## config.mk

```make
export PLATFORM = sky130hd
export DESIGN_NAME = irq_vector_ctrl
export DESIGN_NICKNAME = d
export VERILOG_FILES = /design/src/rtl/irq_pkg.sv /design/src/rtl/irq_pin_sync.sv /design/src/rtl/irq_prio_arb.sv /design/src/rtl/irq_vector_ctrl.sv
export SDC_FILE = /design/constraint.sdc
export NUM_CORES = 1
export LEC_CHECK = 0
export BUFFER_PORTS_ARGS = -buffer_cell sky130_fd_sc_hd__buf_2
export CAP_MARGIN = 5
export CORE_UTILIZATION = 36
export CTS_BUF_LIST = sky130_fd_sc_hd__clkbuf_4
export DETAILED_ROUTE_END_ITERATION = 10
export PLACE_DENSITY_LB_ADDON = 0.12
export SLEW_MARGIN = 10
export SYNTH_ARGS = -nofsm -noshare
export SYNTH_HDL_FRONTEND = slang
export SYNTH_SLANG_ARGS = --single-unit
```

## constraint.sdc

```tcl
create_clock -name clk -period 1.95 [get_ports clk]
set_input_delay 0.0975 -clock clk [delete_from_list [all_inputs] [get_ports clk]]
set_output_delay 0.0975 -clock clk [all_outputs]
set_load 0.02 [all_outputs]
```

## src/rtl/irq_pkg.sv

```systemverilog
package irq_pkg;

    localparam int N_SRC = 6;
    localparam int IDX_W = $clog2(N_SRC);

    typedef enum logic [IDX_W-1:0] {
        SRC_EXT0  = 3'd0,
        SRC_EXT1  = 3'd1,
        SRC_TMR0  = 3'd2,
        SRC_TMR1  = 3'd3,
        SRC_TBASE = 3'd4,
        SRC_RTC   = 3'd5
    } src_e;

    typedef struct packed {
        logic             gie;
        logic [N_SRC-1:0] en;
        logic [N_SRC-1:0] flag;
    } ictl_t;

    function automatic logic [7:0] pack_ctl0(input ictl_t s);
        return {1'b0, s.flag[2:0], s.en[2:0], s.gie};
    endfunction

    function automatic logic [7:0] pack_ctl1(input ictl_t s);
        return {1'b0, s.flag[5:3], 1'b0, s.en[5:3]};
    endfunction

    function automatic ictl_t apply_write(input ictl_t s, input logic sel,
                                          input logic [6:0] wd);
        ictl_t r;
        r = s;
        if (!sel) begin
            r.gie       = wd[0];
            r.en[2:0]   = wd[3:1];
            r.flag[2:0] = wd[6:4];
        end else begin
            r.en[5:3]   = wd[2:0];
            r.flag[5:3] = wd[6:4];
        end
        return r;
    endfunction

endpackage

```

## src/rtl/irq_pin_sync.sv

```systemverilog
module irq_pin_sync #(
    parameter int   STAGES = 2,
    parameter logic IDLE   = 1'b1
) (
    input  logic clk,
    input  logic rst,
    input  logic pin,
    output logic fall
);
    logic [STAGES-1:0] shr;
    logic              prev_q;

    always_ff @(posedge clk) begin
        if (rst) begin
            shr    <= {STAGES{IDLE}};
            prev_q <= IDLE;
        end else begin
            shr    <= {shr[STAGES-2:0], pin};
            prev_q <= shr[STAGES-1];
        end
    end

    assign fall = prev_q & ~shr[STAGES-1];


    single_fall_chk: assert property (@(posedge clk) disable iff (rst)
        fall |=> !fall);

endmodule

```

## src/rtl/irq_prio_arb.sv

```systemverilog
module irq_prio_arb #(
    parameter int N = 6,
    parameter int W = 3
) (
    input  logic         clk,
    input  logic         rst,
    input  logic [N-1:0] req,
    output logic [N-1:0] pick,
    output logic [W-1:0] idx,
    output logic         any
);
    logic [N:0] seen;

    assign seen[0] = 1'b0;

    genvar i;
    generate
        for (i = 0; i < N; i++) begin : g_chain
            assign pick[i]   = req[i] & ~seen[i];
            assign seen[i+1] = seen[i] | req[i];
        end
    endgenerate

    assign any = seen[N];

    always_comb begin
        idx = '0;
        for (int k = N - 1; k >= 0; k--) begin
            if (req[k]) idx = W'(k);
        end
    end


    one_pick_chk: assert property (@(posedge clk) disable iff (rst)
        $onehot0(pick));

endmodule

```

## src/rtl/irq_vector_ctrl.sv

```systemverilog
module irq_vector_ctrl
    import irq_pkg::*;
#(
    parameter int SYNC_STAGES = 2,
    parameter int VEC_W       = 8,
    parameter int VEC_BASE    = 4,
    parameter int VEC_STEP    = 4
) (
    input  logic             clk,
    input  logic             rst,
    input  logic [1:0]       ext_pin,
    input  logic [1:0]       tmr_ovf,
    input  logic             tbase_tick,
    input  logic             rtc_tick,
    input  logic             smp_phase,
    input  logic             stack_full,
    input  logic             reti,
    input  logic             reg_wr,
    input  logic             reg_sel,
    input  logic [6:0]       reg_wdata,
    output logic [7:0]       ctl0_rdata,
    output logic [7:0]       ctl1_rdata,
    output logic             irq_take,
    output logic [VEC_W-1:0] irq_vector
);
    localparam int N_EXT = 2;

    ictl_t            st_q, st_n;
    logic [N_EXT-1:0] ext_fall;
    logic [N_SRC-1:0] events;
    logic [N_SRC-1:0] pend;
    logic [N_SRC-1:0] pick;
    logic [IDX_W-1:0] pick_idx;
    logic             pick_any;
    logic             take;
    logic             take_q;
    logic [VEC_W-1:0] vec_q;

    genvar p;
    generate
        for (p = 0; p < N_EXT; p++) begin : g_pin
            irq_pin_sync #(.STAGES(SYNC_STAGES), .IDLE(1'b1)) u_sync (
                .clk  (clk),
                .rst  (rst),
                .pin  (ext_pin[p]),
                .fall (ext_fall[p])
            );
        end
    endgenerate

    assign events = {rtc_tick, tbase_tick, tmr_ovf[1], tmr_ovf[0], ext_fall};
    assign pend   = st_q.flag & st_q.en;

    irq_prio_arb #(.N(N_SRC), .W(IDX_W)) u_arb (
        .clk  (clk),
        .rst  (rst),
        .req  (pend),
        .pick (pick),
        .idx  (pick_idx),
        .any  (pick_any)
    );

    assign take = smp_phase & st_q.gie & ~stack_full & pick_any;

    always_comb begin
        st_n = st_q;
        if (reg_wr) st_n = apply_write(st_n, reg_sel, reg_wdata);
        if (reti)   st_n.gie = 1'b1;
        if (take) begin
            st_n.flag = st_n.flag & ~pick;
            st_n.gie  = 1'b0;
        end
        st_n.flag = st_n.flag | events;
    end

    always_ff @(posedge clk) begin
        if (rst) begin
            st_q   <= '0;
            take_q <= 1'b0;
            vec_q  <= '0;
        end else begin
            st_q   <= st_n;
            take_q <= take;
            if (take) vec_q <= VEC_W'(VEC_BASE + VEC_STEP * int'(pick_idx));
        end
    end

    assign ctl0_rdata = pack_ctl0(st_q);
    assign ctl1_rdata = pack_ctl1(st_q);
    assign irq_take   = take_q;
    assign irq_vector = vec_q;


    no_grant_full_chk: assert property (@(posedge clk) disable iff (rst)
        irq_take |-> !$past(stack_full));


    grant_cond_chk: assert property (@(posedge clk) disable iff (rst)
        irq_take |-> ($past(smp_phase) && $past(st_q.gie)));


    gie_drop_chk: assert property (@(posedge clk) disable iff (rst)
        irq_take |-> !st_q.gie);


    take_pulse_chk: assert property (@(posedge clk) disable iff (rst)
        irq_take |=> !irq_take);

endmodule

```

==> flow_summary.json, run 1 <==
{
  "yosysUniqueCellTypes": 38,
  "postRouteAntennaNets": 0,
  "setup_ws_ns": 0.199,
  "cts_buffers": 3,
  "overflow": 0,
  "start_util_pct": 38.6,
  "r2r_cells": 5,
  "synthFlopType": "dfxtp_1",
  "ys_seq_area_share_pct": 44.3,
  "grt_max_degree": 25,
  "hold_path.class": "primary input to flip-flop",
  "grt_use_total_pct": 16.0,
  "max-cap-violations": 0,
  "syn-cell-area_um2": 1080,
  "power_density_nw_per_um2": 776,
  "grt_pass1_wl_um": 3970,
  "cp_max_fo": 6,
  "final_net_count": 180,
  "wl_per_cell_um": 12.9,
  "cts_root_buf": "clkbuf_4",
  "r2r-start": "ctl0_rdata[3]",
  "via_count": 963,
  "cts_hold_buf": 5,
  "cts_tree": "built",
  "synth-async-reset-ratio_pct": 0,
  "ys_seq_elements": 24,
  "drt_iter0_drc": 26,
  "fillers": 285,
  "detail_route.wirelength_um": 2440,
  "critPathSlowestCell": "or4_4",
  "cp-end-kind": "flip-flop",
  "rsz0062_at_grt": "false",
  "synth.avg_cell_area_um2": 9.50,
  "gp_congestion": 0.783,
  "crit_family": "simple AND/OR/NAND/NOR gates",
  "drtPass1Iterations": 7,
  "cp.arrival_ns": 2.00,
  "hold_start": "reg_wdata[2]",
  "top_level_ports": 45,
  "fin_crit_ns": 1.75,
  "path_clk_slew_ns": 0.14,
  "ff_latch_area_um2": 480,
  "cp_cell_sequence": "a32o_1, a31oi_1, ha_1, or4_4, a41oi_2",
  "p_total_mw": 1.07,
  "cts_sinks": 24,
  "setup_viol": 0,
  "die_area_um2": 3230,
  "numPlacedInstances": 180,
  "dpl.hpwl_um": 1840,
  "synth_warnings": 0,
  "ir_drop_uv": 395,
  "critical_path_class": "flip-flop to flip-flop",
  "final_cell_count_no_fill": 189,
  "multiInputGateArea_um2": 549,
  "grt_pass1_vias": 900,
  "core_area_um2": 2810,
  "drv_slew": 0,
  "finalClockSkew_ns": 0.00104,
  "utilization_pct": 49.3,
  "cts_htree_levels": 1,
  "finish.instance_area_um2": 1380,
  "crit_buf_inv": 0,
  "post_cts_resized": 0,
  "whs_path_depth": 3,
  "antennaDiodeCount": 0,
  "whs_ns": 0.0225,
  "fmax_mhz": 571,
  "place_area_um2": 1280,
  "routed_via_density": 5.10,
  "drc": 9,
  "die_h_um": 56.9,
  "die_w_um": 56.9,
  "r2r-end": "irq_vector[4]",
  "violations": "DRC",
  "slowest_delay_ns": 0.53,
  "hold_viol_final": 0,
  "cp.required_ns": 2.20,
  "area_delta_synth_final_pct": 27.6,
  "syn-instance-count": 114,
  "finalCritPeriodShare_pct": 89.8,
  "synth_edf_count": 0,
  "rows": 19,
  "fin_setup_tns_ns": 0,
  "clkLatencyLatePin_ns": 0.31,
  "drive_above_1_share_pct": 36.1,
  "status": "complete, but fails checks",
  "clk_path_buf_depth": 2,
  "start_kind": "flip-flop",
  "antenna_found_initial": 0,
  "cts_setup_buffers": 0,
  "p_leak_nw": 0.642,
  "min_to": "ctl0_rdata[2]",
  "pre_cts_ws_ns": 0.237,
  "r2r_setup_slack_ns": 0.20,
  "place.port_buffers": 37
}
[flip-flops by register name (all words and copies together), names as in the netlist]
register and flops:
ctl0_rdata 7, g_pin.u_sync.shr 4, irq_vector 4, ctl1_rdata 6
irq_take 1, g_pin.u_sync.prev_q 2
[layer usage]
metal / up-vias / wire length (um) / GRT usage (%)
li1: 484 / - / -
met2: 32 / 1130 / 27.0
met4: 0 / 12 / 4.18
met5: - / 0 / 0
met3: 2 / 121 / 2.76
met1: 445 / 1170 / 20.9
[worst max-delay path by stage]
| stage | slack [ns] | end | startpoint | depth (start not counted) |
|---|---|---|---|---|
| after global placement | 0.30 | irq_vector[4] | ctl0_rdata[2] | 6 |
| after global routing | 0.14 | irq_vector[4] | ctl1_rdata[1] | 6 |
| final | 0.20 | irq_vector[4] | ctl0_rdata[3] | 5 |
| after CTS | 0.21 | irq_vector[4] | ctl0_rdata[3] | 5 |
| after detailed placement | 0.24 | irq_vector[4] | ctl0_rdata[3] | 5 |
| after floorplan | 0.20 | irq_vector[4] | ctl0_rdata[6] | 5 |
[synth_stat cells (all sizes together) (2+ instances only)]
cell type | instances | area share, %
a211oi | 4 | 2.8
a21oi | 6 | 2.8
a22oi | 3 | 3.8
a31oi | 3 | 1.7
a41o | 2 | 2.0
buf | 8 | 5.3
clkbuf | 2 | 0.69
dfxtp | 24 | 44
inv | 3 | 1.0
mux2i | 7 | 6.5
nand2 | 11 | 4.0
nand2b | 2 | 1.2
nand3 | 5 | 2.3
nor2 | 8 | 2.8
nor2b | 3 | 1.7
or2 | 6 | 3.5
[report_power, final]
| group | leakage (nW) | switching [mW] | internal (mW) |
|---|---|---|---|
| Sequential | 0.198 | 0.0283 | 0.515 |
| Combinational | 0.417 | 0.0940 | 0.0715 |
| Clock | 0.0279 | 0.157 | 0.208 |
[final cells by class]
cell class	instances	area share [%]
multi-input combinational	83	39.7
sequential	24	34.8
timing repair buffer	44	18.1
tap	31	2.81
clock inverter	1	2.17
clock buffer	3	1.63
inverter	3	0.814
[kinds of logic (layout without fill, tap and decap cells)]
logic type                 after synthesis  count (layout)  synth area share, %
muxes                                    8               8                 7.51
DFF                                     24              24                 44.3
buffers and inverters                   13              51                 7.04
and+or+nand+nor                         41              41                 19.5
adders and majority gates                1               1                 1.15
AOI/OAI and AO/OA                       26              26                 20.1
other                                    1               7                0.346
[tightest hold or removal path, cell delays in order]
cell and delay [ns]:
buf_2 0.09, mux2i_1 0.06, nor2_1 0.07
[layout by cell type, fill, tap and decap left out, drive strengths merged, types with 5 or more instances in the layout]
master	instances
nor2	8
mux2i	7
or2	6
a21oi	6
dfxtp	24
nand2	11
buf	39
conb	7
dlygate4sd3	5
nand3	5
Power figures use the tool's default switching activity.
==> inputs of run 2 (changes only) <==
--- a/config.mk
+++ b/config.mk
@@ -10,7 +10,7 @@
 export CORE_UTILIZATION = 36
 export CTS_BUF_LIST = sky130_fd_sc_hd__clkbuf_4
 export DETAILED_ROUTE_END_ITERATION = 10
-export PLACE_DENSITY_LB_ADDON = 0.12
+export PLACE_DENSITY = 0.62
 export SLEW_MARGIN = 10
 export SYNTH_ARGS = -nofsm -noshare
 export SYNTH_HDL_FRONTEND = slang
==> run 2 against run 1 <==
The flow still finishes with violations (DRC). Via count grew 2.9%. Wire length shrank 1.3%. Sequential share of layout area grew 0.51 points. Clock-buffer cell count is the same. Cell area shrank 1.4%. Combinational power shrank 2%. Global-route usage shrank 0.39 points. Critical path depth is the same. Critical endpoint unchanged. Largest power group unchanged.
==> flow_summary.json, run 2 (same netlist as run 1, synthesis figures left out) <==
{
  "die_w_um": 56.9,
  "crit_buf_inv": 0,
  "drc": 5,
  "fin_setup_tns_ns": 0,
  "cts_tree": "built",
  "start_kind": "flip-flop",
  "cts_buffers": 3,
  "fmax_mhz": 575,
  "grt_pass1_vias": 908,
  "grt_pass1_wl_um": 3930,
  "fillers": 289,
  "final_net_count": 178,
  "die_area_um2": 3230,
  "via_count": 991,
  "cp.required_ns": 2.19,
  "r2r_setup_slack_ns": 0.21,
  "drt_iter0_drc": 21,
  "clkLatencyLatePin_ns": 0.31,
  "routed_via_density": 5.30,
  "cts_htree_levels": 1,
  "crit_family": "simple AND/OR/NAND/NOR gates",
  "dpl.hpwl_um": 1830,
  "area_delta_synth_final_pct": 25.8,
  "status": "complete, but fails checks",
  "ff_latch_area_um2": 480,
  "fin_crit_ns": 1.74,
  "hold_viol_final": 0,
  "largest_reg_flops": 7,
  "finalCritPeriodShare_pct": 89.2,
  "drive_above_1_share_pct": 36.5,
  "top_level_ports": 45,
  "final_common_cell": "buf_2",
  "gp_congestion": 0.859,
  "postRouteAntennaNets": 0,
  "cp_max_fo": 6,
  "cts_sinks": 24,
  "core_area_um2": 2810,
  "die_h_um": 56.9,
  "finalClockSkew_ns": 0.00749,
  "place_area_um2": 1280,
  "post_cts_resized": 0,
  "place.port_buffers": 37,
  "p_leak_nw": 0.634,
  "clk_path_buf_depth": 2,
  "path_clk_slew_ns": 0.13,
  "drv_slew": 0,
  "multiInputGateArea_um2": 549,
  "cts_root_buf": "clkbuf_4",
  "grt_use_total_pct": 15.6,
  "start_util_pct": 38.6,
  "ir_drop_uv": 473,
  "detail_route.wirelength_um": 2400,
  "wl_per_cell_um": 12.9,
  "antennaDiodeCount": 0,
  "critPathSlowestCell": "or4_4",
  "violations": "DRC",
  "cp.arrival_ns": 1.98,
  "rsz0062_at_grt": "false",
  "setup_viol": 0,
  "antenna_found_initial": 0,
  "mostFrequentLayoutCells": "37 x buf_2, 24 x dfxtp_1, 10 x nand2_1, 8 x nor2_1",
  "hold_path.class": "primary input to flip-flop",
  "finish.instance_area_um2": 1360,
  "slowest_delay_ns": 0.53,
  "critical_path_class": "flip-flop to flip-flop",
  "max-cap-violations": 0,
  "power_density_nw_per_um2": 781,
  "grt_max_degree": 25,
  "cp_cell_sequence": "a32o_1, a31oi_1, ha_1, or4_4, a41oi_2",
  "drtPass1Iterations": 7,
  "rows": 19,
  "overflow": 0,
  "cp-end-kind": "flip-flop"
}
-- run 2: changes by cell type in the layout (fill, tap and decap cells not counted), sizes merged --
cell         previous run  this run
dlygate4sd3             5         3
-- run 2: tightest hold or removal path, cell delays in order --
cell and delay (ns):
buf_2 0.09, inv_1 0.04, a21oi_1 0.05
-- run 2: worst paths after layout --
| kind | startpoint | end | cells after the start |
|---|---|---|---|
| worst max register to register | ctl0_rdata[3] | irq_vector[4] | 5 |
| worst max-delay path | ctl0_rdata[3] | irq_vector[4] | 5 |
| worst min register to register | g_pin[0].u_sync.shr[0] | g_pin[0].u_sync.shr[1] | 1 |
| worst min-delay path | rtc_tick | ctl1_rdata[6] | 3 |
-- run 2: where the power goes --
part / internal [mW] / total, mW / switching (mW)
registers: 0.515 / 0.542 / 0.0274
clock network: 0.208 / 0.360 / 0.152
logic: 0.0689 / 0.162 / 0.0934
-- run 2: cell type report --
class	instances	area share [%]
tap	31	2.85
clock buffer	3	1.65
inverter	3	0.826
timing repair buffer	42	16.9
clock inverter	1	2.20
sequential	24	35.3
multi-input combinational	83	40.3
-- run 2: through the flow --
stage	worst slack (ns)	utilization (%)	hold slack (ns)	cells	total power, mW
2_1_floorplan	0.203	-	0.169	120	0.661
3_3_place_gp	0.293	45.6	0.280	180	0.709
3_5_place_dp	0.273	45.6	0.282	180	0.711
4_1_cts	0.224	48.2	0.00423	186	1.07
5_1_grt	0.103	48.6	0.0122	187	1.11
6_report	0.211	48.6	0.00726	187	1.06
-- run 2: per-layer routing --
metal	wire length (um)	global-route usage, %	up-vias
met4	44	5.92	0
met2	1120	25.3	43
met5	0	0	-
li1	-	-	484
met1	1090	19.9	458
met3	148	3.69	6
-- run 2: what timing repair did --
action / CTS / global route
hold endpoints to repair: 2 / 1
hold buffers: 2 / 1
buffers inserted: 0 / 0
==> inputs of run 3 (changes only) <==
--- a/config.mk
+++ b/config.mk
@@ -5,7 +5,7 @@
 export SDC_FILE = /design/constraint.sdc
 export NUM_CORES = 1
 export LEC_CHECK = 0
-export BUFFER_PORTS_ARGS = -buffer_cell sky130_fd_sc_hd__buf_2
+export BUFFER_PORTS_ARGS = -buffer_cell sky130_fd_sc_hd__buf_4
 export CAP_MARGIN = 5
 export CORE_UTILIZATION = 36
 export CTS_BUF_LIST = sky130_fd_sc_hd__clkbuf_4
==> run 3 against run 2 <==
The flow still finishes with violations (DRC). Via count shrank 2.7%. Clock power shrank 2%. Die area did not move. Core utilization rose by 3.3 points. Setup slack better by 0.015 ns. Sequential share of layout area decreased by 2.2 points. Clock skew fell by 0.0055 ns. Non-clock buffer count is the same. Maximum frequency grew 0.85%. Clock-buffer cell count unchanged. Critical path type unchanged. Critical endpoint unchanged. Highest routed layer unchanged.
==> flow_summary.json, run 3 (same netlist as run 1, synthesis figures left out) <==
{
  "wl_per_cell_um": 12.9,
  "r2r_setup_slack_ns": 0.23,
  "worstSetupPathDepth": 5,
  "clk_path_buf_depth": 2,
  "largest_reg_flops": 7,
  "setup_ws_ns": 0.225,
  "finalClockSkew_ns": 0.00194,
  "slowest_delay_ns": 0.53,
  "grt_max_degree": 25,
  "status": "complete, but fails checks",
  "die_area_um2": 3230,
  "final_net_count": 178,
  "setup_viol": 0,
  "rows": 19,
  "cp_cell_sequence": "a32o_1, a31oi_1, ha_1, or4_4, a41oi_2",
  "cts_sinks": 24,
  "hold_path.class": "primary input to flip-flop",
  "grt_pass1_vias": 899,
  "die_h_um": 56.9,
  "drc": 5,
  "cts_tree": "built",
  "cts_setup_buffers": 0,
  "critPathSlowestCell": "or4_4",
  "clkLatencyLatePin_ns": 0.31,
  "antennaDiodeCount": 0,
  "critical_path_class": "flip-flop to flip-flop",
  "ir_drop_uv": 330,
  "dpl.hpwl_um": 1830,
  "p_leak_nw": 0.653,
  "grt_pass1_wl_um": 3900,
  "cp-end-kind": "flip-flop",
  "max-cap-violations": 0,
  "start_kind": "flip-flop",
  "routed_via_density": 5.16,
  "drt_iter0_drc": 28,
  "place.port_buffers": 37,
  "cp_max_fo": 6,
  "cts_htree_levels": 1,
  "die_w_um": 56.9,
  "cp.required_ns": 2.20,
  "drive_above_1_share_pct": 36.5,
  "grt_use_total_pct": 15.5,
  "core_area_um2": 2810,
  "cts_hold_buf": 2,
  "fmax_mhz": 580,
  "via_count": 964,
  "r2r_cells": 5,
  "final_common_cell": "buf_4",
  "final_cell_count_no_fill": 187,
  "drv_slew": 0,
  "post_cts_resized": 0,
  "violations": "DRC",
  "utilization_pct": 51.9,
  "overflow": 0,
  "fin_crit_ns": 1.72,
  "rsz0062_at_grt": "false",
  "cts_root_buf": "clkbuf_4",
  "drtPass1Iterations": 7,
  "p_total_mw": 1.08,
  "r2r-end": "irq_vector[4]",
  "hold_viol_final": 0,
  "pre_cts_ws_ns": 0.250,
  "cts_buffers": 3,
  "finalCritPeriodShare_pct": 88.4,
  "detail_route.wirelength_um": 2410,
  "numPlacedInstances": 180,
  "postRouteAntennaNets": 0,
  "mostFrequentLayoutCells": "39 x buf_4, 24 x dfxtp_1, 10 x nand2_1, 8 x nor2_1",
  "crit_path_start": "ctl0_rdata[3]",
  "fin_setup_tns_ns": 0,
  "top_level_ports": 45,
  "power_density_nw_per_um2": 743,
  "gp_congestion": 0.778,
  "area_delta_synth_final_pct": 34.3,
  "path_clk_slew_ns": 0.13,
  "antenna_found_initial": 0,
  "cp.arrival_ns": 1.97,
  "r2r-start": "ctl0_rdata[3]",
  "crit_family": "simple AND/OR/NAND/NOR gates",
  "endpoint": "irq_vector[4]",
  "crit_buf_inv": 0,
  "start_util_pct": 38.6
}
==> run 3: layer usage <==
metal  part of all wire (%)  global-route usage, %  routed length [um]  vias to the layer above
met5                      0                      0                   0                        -
met4                   0.71                   6.27                  17                        0
met3                    5.5                   2.53                 132                        2
met2                     47                   25.2                1130                       31
met1                     47                   20.4                1130                      447
li1                       -                      -                   -                      484
==> run 3: where the power goes <==
| group | internal, mW | switching (mW) |
|---|---|---|
| clock network | 0.208 | 0.146 |
| registers | 0.515 | 0.0289 |
| logic | 0.0896 | 0.0934 |
==> run 3: cell type report <==
class                   count  area (um^2)
clock inverters             1         30.0
well taps                  31         38.8
inverters                   3         11.3
flip-flops and latches     24          480
clock buffers               3         22.5
multi-input cells          83          549
repair buffers             42          323
fillers                   271         1350
==> run 3: tightest hold or removal path, cell delays in order <==
cell,delay (ns)
buf_4,0.11
inv_1,0.04
a21oi_1,0.05
==> run 3: per-stage QoR <==
step                cell area (um^2)  hold WS, ns
global route                    1460       0.0248
floorplan                       1110        0.169
global placement                1370        0.282
CTS                             1450      0.00431
finish                          1460       0.0186
detailed placement              1370        0.284
==> run 3: worst min-delay path by stage <==
stage | start | endpoint | slack, ns | depth (start not counted)
final | rtc_tick | ctl1_rdata[6] | 0.02 | 3
after global routing | tbase_tick | ctl1_rdata[5] | 0.02 | 3
after CTS | tmr_ovf[0] | ctl0_rdata[6] | 0.004 | 2
after detailed placement | ext_pin[0] | g_pin[0].u_sync.shr[0] | 0.28 | 2
after global placement | ext_pin[0] | g_pin[0].u_sync.shr[0] | 0.28 | 2
after floorplan | rst | irq_take | 0.17 | 1
